==> config.mk <==
export PLATFORM = sky130hd
export DESIGN_NAME = vic_core
export DESIGN_NICKNAME = d
export VERILOG_FILES = /design/src/rtl/vic_pkg.sv /design/src/rtl/vic_source_latch.sv /design/src/rtl/vic_enable_bank.sv /design/src/rtl/vic_lowest_first.sv /design/src/rtl/vic_core.sv
export SDC_FILE = /design/constraint.sdc
export NUM_CORES = 1
export LEC_CHECK = 0
export BUFFER_PORTS_ARGS = -buffer_cell sky130_fd_sc_hd__buf_2
export CORE_ASPECT_RATIO = 1.75
export CORE_MARGIN = 10
export CORE_UTILIZATION = 39
export CTS_BUF_LIST = sky130_fd_sc_hd__clkbuf_8
export CTS_CLUSTER_SIZE = 24
export DETAILED_ROUTE_END_ITERATION = 16
export PLACE_DENSITY = 0.59
export SLEW_MARGIN = 25
export SYNTH_ARGS = -nofsm -noshare
export SYNTH_HDL_FRONTEND = slang
export SYNTH_HIERARCHICAL = 1
export SYNTH_SLANG_ARGS = --single-unit
==> constraint.sdc <==
create_clock -name clk -period 3.15 [get_ports clk]
set_input_delay 0.63 -clock clk [delete_from_list [all_inputs] [get_ports clk]]
set_output_delay 0.63 -clock clk [all_outputs]
set_load 0.03 [all_outputs]
==> src/rtl/vic_pkg.sv <==
package vic_pkg;

    localparam int BUS_W = 32;

    // register selector taken from byte address bits [4:2]
    typedef enum logic [2:0] {
        SEL_STATUS  = 3'd0,
        SEL_PENDING = 3'd1,
        SEL_ENABLE  = 3'd2,
        SEL_ACK     = 3'd3,
        SEL_SETEN   = 3'd4,
        SEL_CLREN   = 3'd5,
        SEL_VECTOR  = 3'd6,
        SEL_MASTER  = 3'd7
    } vic_sel_e;

    localparam int MASTER_ON_BIT = 0;
    localparam int OUT_ON_BIT    = 1;

endpackage

==> src/rtl/vic_source_latch.sv <==
module vic_source_latch #(
    parameter int           N         = 32,
    parameter logic [N-1:0] EDGE_KIND = '0
) (
    input  logic         clk,
    input  logic         rst_n,
    input  logic [N-1:0] src_i,
    input  logic [N-1:0] clr_i,
    output logic [N-1:0] status_o
);

    logic [N-1:0] src_q;
    logic [N-1:0] hit;
    logic [N-1:0] status_q;

    always_ff @(posedge clk or negedge rst_n) begin
        if (!rst_n) src_q <= '0;
        else        src_q <= src_i;
    end

    for (genvar i = 0; i < N; i++) begin : g_line
        if (EDGE_KIND[i]) begin : g_edge
            assign hit[i] = src_i[i] & ~src_q[i];

            // a rising edge is always captured
            a_r3_edge_latch: assert property (@(posedge clk) disable iff (!rst_n)
                (src_i[i] && !src_q[i]) |=> status_q[i]);
            // acknowledge without a new edge clears the bit
            a_r5_edge_ack: assert property (@(posedge clk) disable iff (!rst_n)
                (clr_i[i] && !(src_i[i] && !src_q[i])) |=> !status_q[i]);
        end else begin : g_level
            assign hit[i] = src_i[i];

            // a high level is held in status on the next cycle
            a_r4_level_latch: assert property (@(posedge clk) disable iff (!rst_n)
                src_i[i] |=> status_q[i]);
            // acknowledge with the line low clears the bit
            a_r5_level_ack: assert property (@(posedge clk) disable iff (!rst_n)
                (clr_i[i] && !src_i[i]) |=> !status_q[i]);
        end
    end

    // set has priority over a same-cycle acknowledge
    always_ff @(posedge clk or negedge rst_n) begin
        if (!rst_n) status_q <= '0;
        else        status_q <= (status_q & ~clr_i) | hit;
    end

    assign status_o = status_q;

endmodule

==> src/rtl/vic_enable_bank.sv <==
module vic_enable_bank #(
    parameter int N = 32
) (
    input  logic         clk,
    input  logic         rst_n,
    input  logic         wr_whole_i,
    input  logic         wr_set_i,
    input  logic         wr_clr_i,
    input  logic [N-1:0] mask_i,
    output logic [N-1:0] en_o
);

    logic [N-1:0] en_q;

    always_ff @(posedge clk or negedge rst_n) begin
        if (!rst_n)          en_q <= '0;
        else if (wr_whole_i) en_q <= mask_i;
        else if (wr_set_i)   en_q <= en_q | mask_i;
        else if (wr_clr_i)   en_q <= en_q & ~mask_i;
    end

    assign en_o = en_q;

    // set-enable turns the masked bits on and keeps the others
    a_r6_set_only_adds: assert property (@(posedge clk) disable iff (!rst_n)
        (wr_set_i && !wr_whole_i) |=>
            (((en_q & $past(mask_i)) == $past(mask_i)) &&
             ((en_q & ~$past(mask_i)) == ($past(en_q) & ~$past(mask_i)))));

    // clear-enable turns the masked bits off and keeps the others
    a_r6_clr_only_removes: assert property (@(posedge clk) disable iff (!rst_n)
        (wr_clr_i && !wr_whole_i && !wr_set_i) |=>
            (((en_q & $past(mask_i)) == '0) &&
             ((en_q & ~$past(mask_i)) == ($past(en_q) & ~$past(mask_i)))));

endmodule

==> src/rtl/vic_lowest_first.sv <==
module vic_lowest_first #(
    parameter int N     = 32,
    parameter int IDX_W = (N > 1) ? $clog2(N) : 1
) (
    input  logic [N-1:0]     req_i,
    output logic             found_o,
    output logic [IDX_W-1:0] idx_o
);

    // scan from the top so the lowest set bit is the last assignment
    always_comb begin
        found_o = 1'b0;
        idx_o   = '0;
        for (int i = N - 1; i >= 0; i--) begin
            if (req_i[i]) begin
                found_o = 1'b1;
                idx_o   = IDX_W'(i);
            end
        end
    end

endmodule

==> src/rtl/vic_core.sv <==
module vic_core
    import vic_pkg::*;
#(
    parameter int                 N_SRC     = 32,          // at most 32
    parameter logic [N_SRC-1:0]   EDGE_KIND = N_SRC'(32'h0000_00FF),
    parameter int                 ADDR_W    = 8            // at least 5
) (
    input  logic              clk,
    input  logic              rst_n,
    input  logic [N_SRC-1:0]  src_i,
    input  logic [ADDR_W-1:0] bus_addr_i,
    input  logic              bus_wr_i,
    input  logic [BUS_W-1:0]  bus_wdata_i,
    output logic [BUS_W-1:0]  bus_rdata_o,
    output logic              irq_o
);

    localparam int IDX_W = (N_SRC > 1) ? $clog2(N_SRC) : 1;

    // ---- address decode ----
    logic     addr_ok;
    logic     wr_hit;
    vic_sel_e sel;

    assign addr_ok = (bus_addr_i[1:0] == 2'b00) && ((bus_addr_i >> 5) == '0);
    assign sel     = vic_sel_e'(bus_addr_i[4:2]);
    assign wr_hit  = bus_wr_i && addr_ok;

    logic [N_SRC-1:0] wmask;
    logic [N_SRC-1:0] ack_mask;

    assign wmask    = bus_wdata_i[N_SRC-1:0];
    assign ack_mask = (wr_hit && sel == SEL_ACK) ? wmask : '0;

    // ---- request capture ----
    logic [N_SRC-1:0] status;

    vic_source_latch #(
        .N         (N_SRC),
        .EDGE_KIND (EDGE_KIND)
    ) u_latch (
        .clk      (clk),
        .rst_n    (rst_n),
        .src_i    (src_i),
        .clr_i    (ack_mask),
        .status_o (status)
    );

    // ---- enable mask ----
    logic [N_SRC-1:0] en;

    vic_enable_bank #(
        .N (N_SRC)
    ) u_enable (
        .clk        (clk),
        .rst_n      (rst_n),
        .wr_whole_i (wr_hit && sel == SEL_ENABLE),
        .wr_set_i   (wr_hit && sel == SEL_SETEN),
        .wr_clr_i   (wr_hit && sel == SEL_CLREN),
        .mask_i     (wmask),
        .en_o       (en)
    );

    // ---- master control ----
    logic [1:0] master_q;

    always_ff @(posedge clk or negedge rst_n) begin
        if (!rst_n)                            master_q <= 2'b00;
        else if (wr_hit && sel == SEL_MASTER)  master_q <= bus_wdata_i[1:0];
    end

    // ---- pending, vector, output ----
    logic [N_SRC-1:0] pending;
    logic             vec_found;
    logic [IDX_W-1:0] vec_idx;
    logic [BUS_W-1:0] vec_word;

    assign pending = status & en;

    vic_lowest_first #(
        .N     (N_SRC),
        .IDX_W (IDX_W)
    ) u_prio (
        .req_i   (pending),
        .found_o (vec_found),
        .idx_o   (vec_idx)
    );

    assign vec_word = vec_found ? BUS_W'(vec_idx) : '1;
    assign irq_o    = master_q[MASTER_ON_BIT] && master_q[OUT_ON_BIT] && (|pending);

    // ---- read mux ----
    logic [BUS_W-1:0] status_w, pending_w, en_w;

    always_comb begin
        status_w  = '0;
        pending_w = '0;
        en_w      = '0;
        status_w[N_SRC-1:0]  = status;
        pending_w[N_SRC-1:0] = pending;
        en_w[N_SRC-1:0]      = en;
    end

    always_comb begin
        bus_rdata_o = '0;
        if (addr_ok) begin
            unique case (sel)
                SEL_STATUS:  bus_rdata_o = status_w;
                SEL_PENDING: bus_rdata_o = pending_w;
                SEL_ENABLE:  bus_rdata_o = en_w;
                SEL_ACK:     bus_rdata_o = '0;
                SEL_SETEN:   bus_rdata_o = '0;
                SEL_CLREN:   bus_rdata_o = '0;
                SEL_VECTOR:  bus_rdata_o = vec_word;
                SEL_MASTER:  bus_rdata_o = {{(BUS_W-2){1'b0}}, master_q};
            endcase
        end
    end

    // ---- assertions ----
    // the output never rises unless both master bits are set
    a_r9_irq_needs_master: assert property (@(posedge clk) disable iff (!rst_n)
        irq_o |-> (master_q == 2'b11));

    // the encoder only ever names a line that is pending
    a_r8_vector_is_pending: assert property (@(posedge clk) disable iff (!rst_n)
        vec_found |-> pending[vec_idx]);

    // with nothing pending the encoder reports no hit
    a_r8_empty_no_hit: assert property (@(posedge clk) disable iff (!rst_n)
        (pending == '0) |-> !vec_found);

    // undecoded writes leave enables and master control untouched
    a_r11_stray_write_ignored: assert property (@(posedge clk) disable iff (!rst_n)
        (bus_wr_i && !addr_ok) |=> (en == $past(en) && master_q == $past(master_q)));

endmodule

==> results.yml <==
placed_design:
  placed_cells: 795
  place_area_um2: 5592
  dp_hpwl_um: 11590
  io_buffers: 107
  gp_congestion: 0.9179
grt:
  grt_usage_pct: 19.20
  antenna_found_initial: 0
  grt_pass1_vias: 5043
  grt_first_pass_wirelength_um: 25270
  overflow: 0
  grt_max_degree: 47
finish:
  utilization_pct: 54.90
  multi_input_area_um2: 2755
  layout_commonest_cell: "buf_4"
  layout_common_cells: "buf_4 (80), buf_2 (74), dfrtp_1 (74)"
  nFillCells: 1093
  fin_area_um2: 6359
  antennaDiodeCount: 0
  seq_area_um2: 1852
  fin_nets: 759
  syn_to_final_growth_pct: 37.87
  final-instance-count-excl-fill: 824
  drive_gt1_share_pct: 37.74
clock_tree:
  clock-sinks: 74
  htreeDepth: 3
  cts_tree: "built"
  clk_latency_ps: 370
  cts.clk_slew.worst_paths_ps: 70
  clk_path_buf_depth: 2
  cts_buffers: 9
  root_buffer: "clkbuf_8"
pwr:
  power_density_nw_per_um2: 412.3
  sw_frac_of_total_pct: 29.78
  p_comb_share_pct: 29.2
  irDropWorstVdd_mv: 0.2295
  p_int_uw: 1841
  power.leakage_uw: 0.002828
  pwr-share-clk_pct: 31.8
  p_sw_uw: 780.7
  seq_power_share_pct: 39.1
worst_setup_path:
  end_kind: "primary output"
  arrival_ps: 2800
  reg2regPathDepth: 3
  critPathKind: "reg2out"
  required_ps: 2520
  crit_path_start_kind: "register"
  crit_fanout: 17
hold_path:
  min_path_type: "in2async"
outcome:
  violations: "negative setup slack"
  status: "finished, violations left"
yosys:
  ys_types: 43
  ys.flop_type: "dfrtp_1"
  syn_inst: 529
  synth-edff-count: 0
  synth_fp_nets: 604
  avgSynthCellArea_um2: 8.718
  ys_ff_latch: 74
  synth_warnings: 6
  async_reset_ff_share_pct: 100.0
  synth_sequential_area_ratio_pct: 40.15
  synth_area_um2: 4612
sta:
  fin_tns_setup_ps: -7118
  fin_crit_sh_pct: 108.9
  min_period_ps: 3431
  finalSetupViolCount: 32
  hold_ws_ps: 359.2
  fin_ws_ps: -281.1
  slew_headroom_pct: 55.30
  timing.fmax_mhz: 291.4
  rsz0062_at_grt: "true"
  hold_violations: 0
  final_max_slew_viol_count: 0
  worstMarginPinSlew_ps: 662.1
  fin_skew_ps: 2.822
floorplan:
  die_area_um2: 16750
  initial_core_util_pct: 39.82
  fp.dieW_um: 102.2
  coreArea_um2: 11580
  row_count: 52
  die_height_um: 163.9
  io-pin-count: 108
routing:
  wire_per_inst_um: 19.36
  totalWireLength_um: 15950
  ant_nets: 0
  vias_per_cell: 5.604
  drc_errors: 0
  drt-pass1-iter-count: 4
  via_count: 4618
  drtIter0Drc: 178
flow_run:
  maxCapViolations: 0
[critical path, stage by stage (launching register included)]
cell      delay [ps]
dfrtp_1          390
and2_1           180
or4_4            580
nor3_4           150
nand3b_1         150
nor3_2           240
o21ai_4          130
buf_12           190
a211oi_1         220
buf_4            200
[synthesized netlist by cell type, types with 2 or more instances]
cell type,number,area share [%]
buf_6,4,0.98
a21o_1,51,8.3
nor3b_2,2,0.54
or4_1,5,0.81
buf_2,11,1.2
nor4_1,14,1.9
nor3_1,8,0.87
o211ai_1,4,0.65
a31oi_1,2,0.27
o22ai_2,8,2.2
and2_1,62,8.4
a221oi_1,2,0.38
nor3b_1,2,0.33
a32o_1,32,6.9
a21oi_1,10,1.1
o21ai_0,3,0.33
inv_1,47,3.8
o311ai_0,2,0.38
nor2_1,44,3.6
and2_4,3,0.57
or2_1,3,0.41
nand3_1,4,0.43
nand2_1,67,5.5
o21ai_1,3,0.33
mux2_1,2,0.49
a2111oi_0,2,0.38
o221ai_1,4,0.76
dfrtp_1,74,40
clkbuf_1,11,0.90
o31ai_1,2,0.33
inv_2,3,0.24
a211oi_1,27,4.4
[cells by family after synthesis]
kind of cell | count (synthesis) | share of synthesized area, %
and+or+nand+nor | 219 | 24.36
AOI/OAI and AO/OA | 157 | 27.65
buffers and inverters | 76 | 7.135
DFF | 74 | 40.15
muxes | 3 | 0.7053
[metal layers]
layer	wire, um	global-route usage, %	part of all wire, %	vias to the layer above
met5	0	0	0	-
met4	421	8.312	2.6	0
met2	8967	36.24	56	112
li1	-	-	-	2194
met3	794	4.501	5.0	30
met1	5767	19.14	36	2282
[metrics by stage]
step | worst slack, ps | total power [uW]
6_report | -281.1 | 2622
5_1_grt | -413.2 | 2741
4_1_cts | -217.0 | 2578
3_5_place_dp | -104.7 | 1583
3_3_place_gp | -67.03 | 1569
2_1_floorplan | -219.5 | 1357
[power groups by stage]
stage	clock, uW	sequential [uW]	combinational [uW]
after floorplan	0	1040	321
after global placement	0	1040	530
after detailed placement	0	1040	540
after CTS	852	1020	702
after global routing	884	1030	827
final	833	1020	764
[final timing paths]
kind	slack, ps	to
worst max-delay path	-280	bus_rdata_o[15]
worst min-delay path	360	u_latch/src_q[1]
worst max register to register	2180	register
worst min register to register	440	u_latch/status_o[6]
max in group asynchronous	1960	async pin
min in group clk	380	u_latch/src_q[7]
[what timing repair did]
item,in CTS,in global routing
pin swaps,13,18
setup endpoints to repair,33,33
setup buffers,11,4
hold buffers,0,0
resized for setup,84,28
[cell type report]
cell class | instances | area share, %
Multi-Input combinational cell | 379 | 43.33
Clock inverter | 6 | 1.259
Timing Repair Buffer | 170 | 18.52
Sequential cell | 74 | 29.12
Inverter | 50 | 2.952
Tap cell | 135 | 2.656
Clock buffer | 10 | 2.165
(Power assumes the default switching activity.)
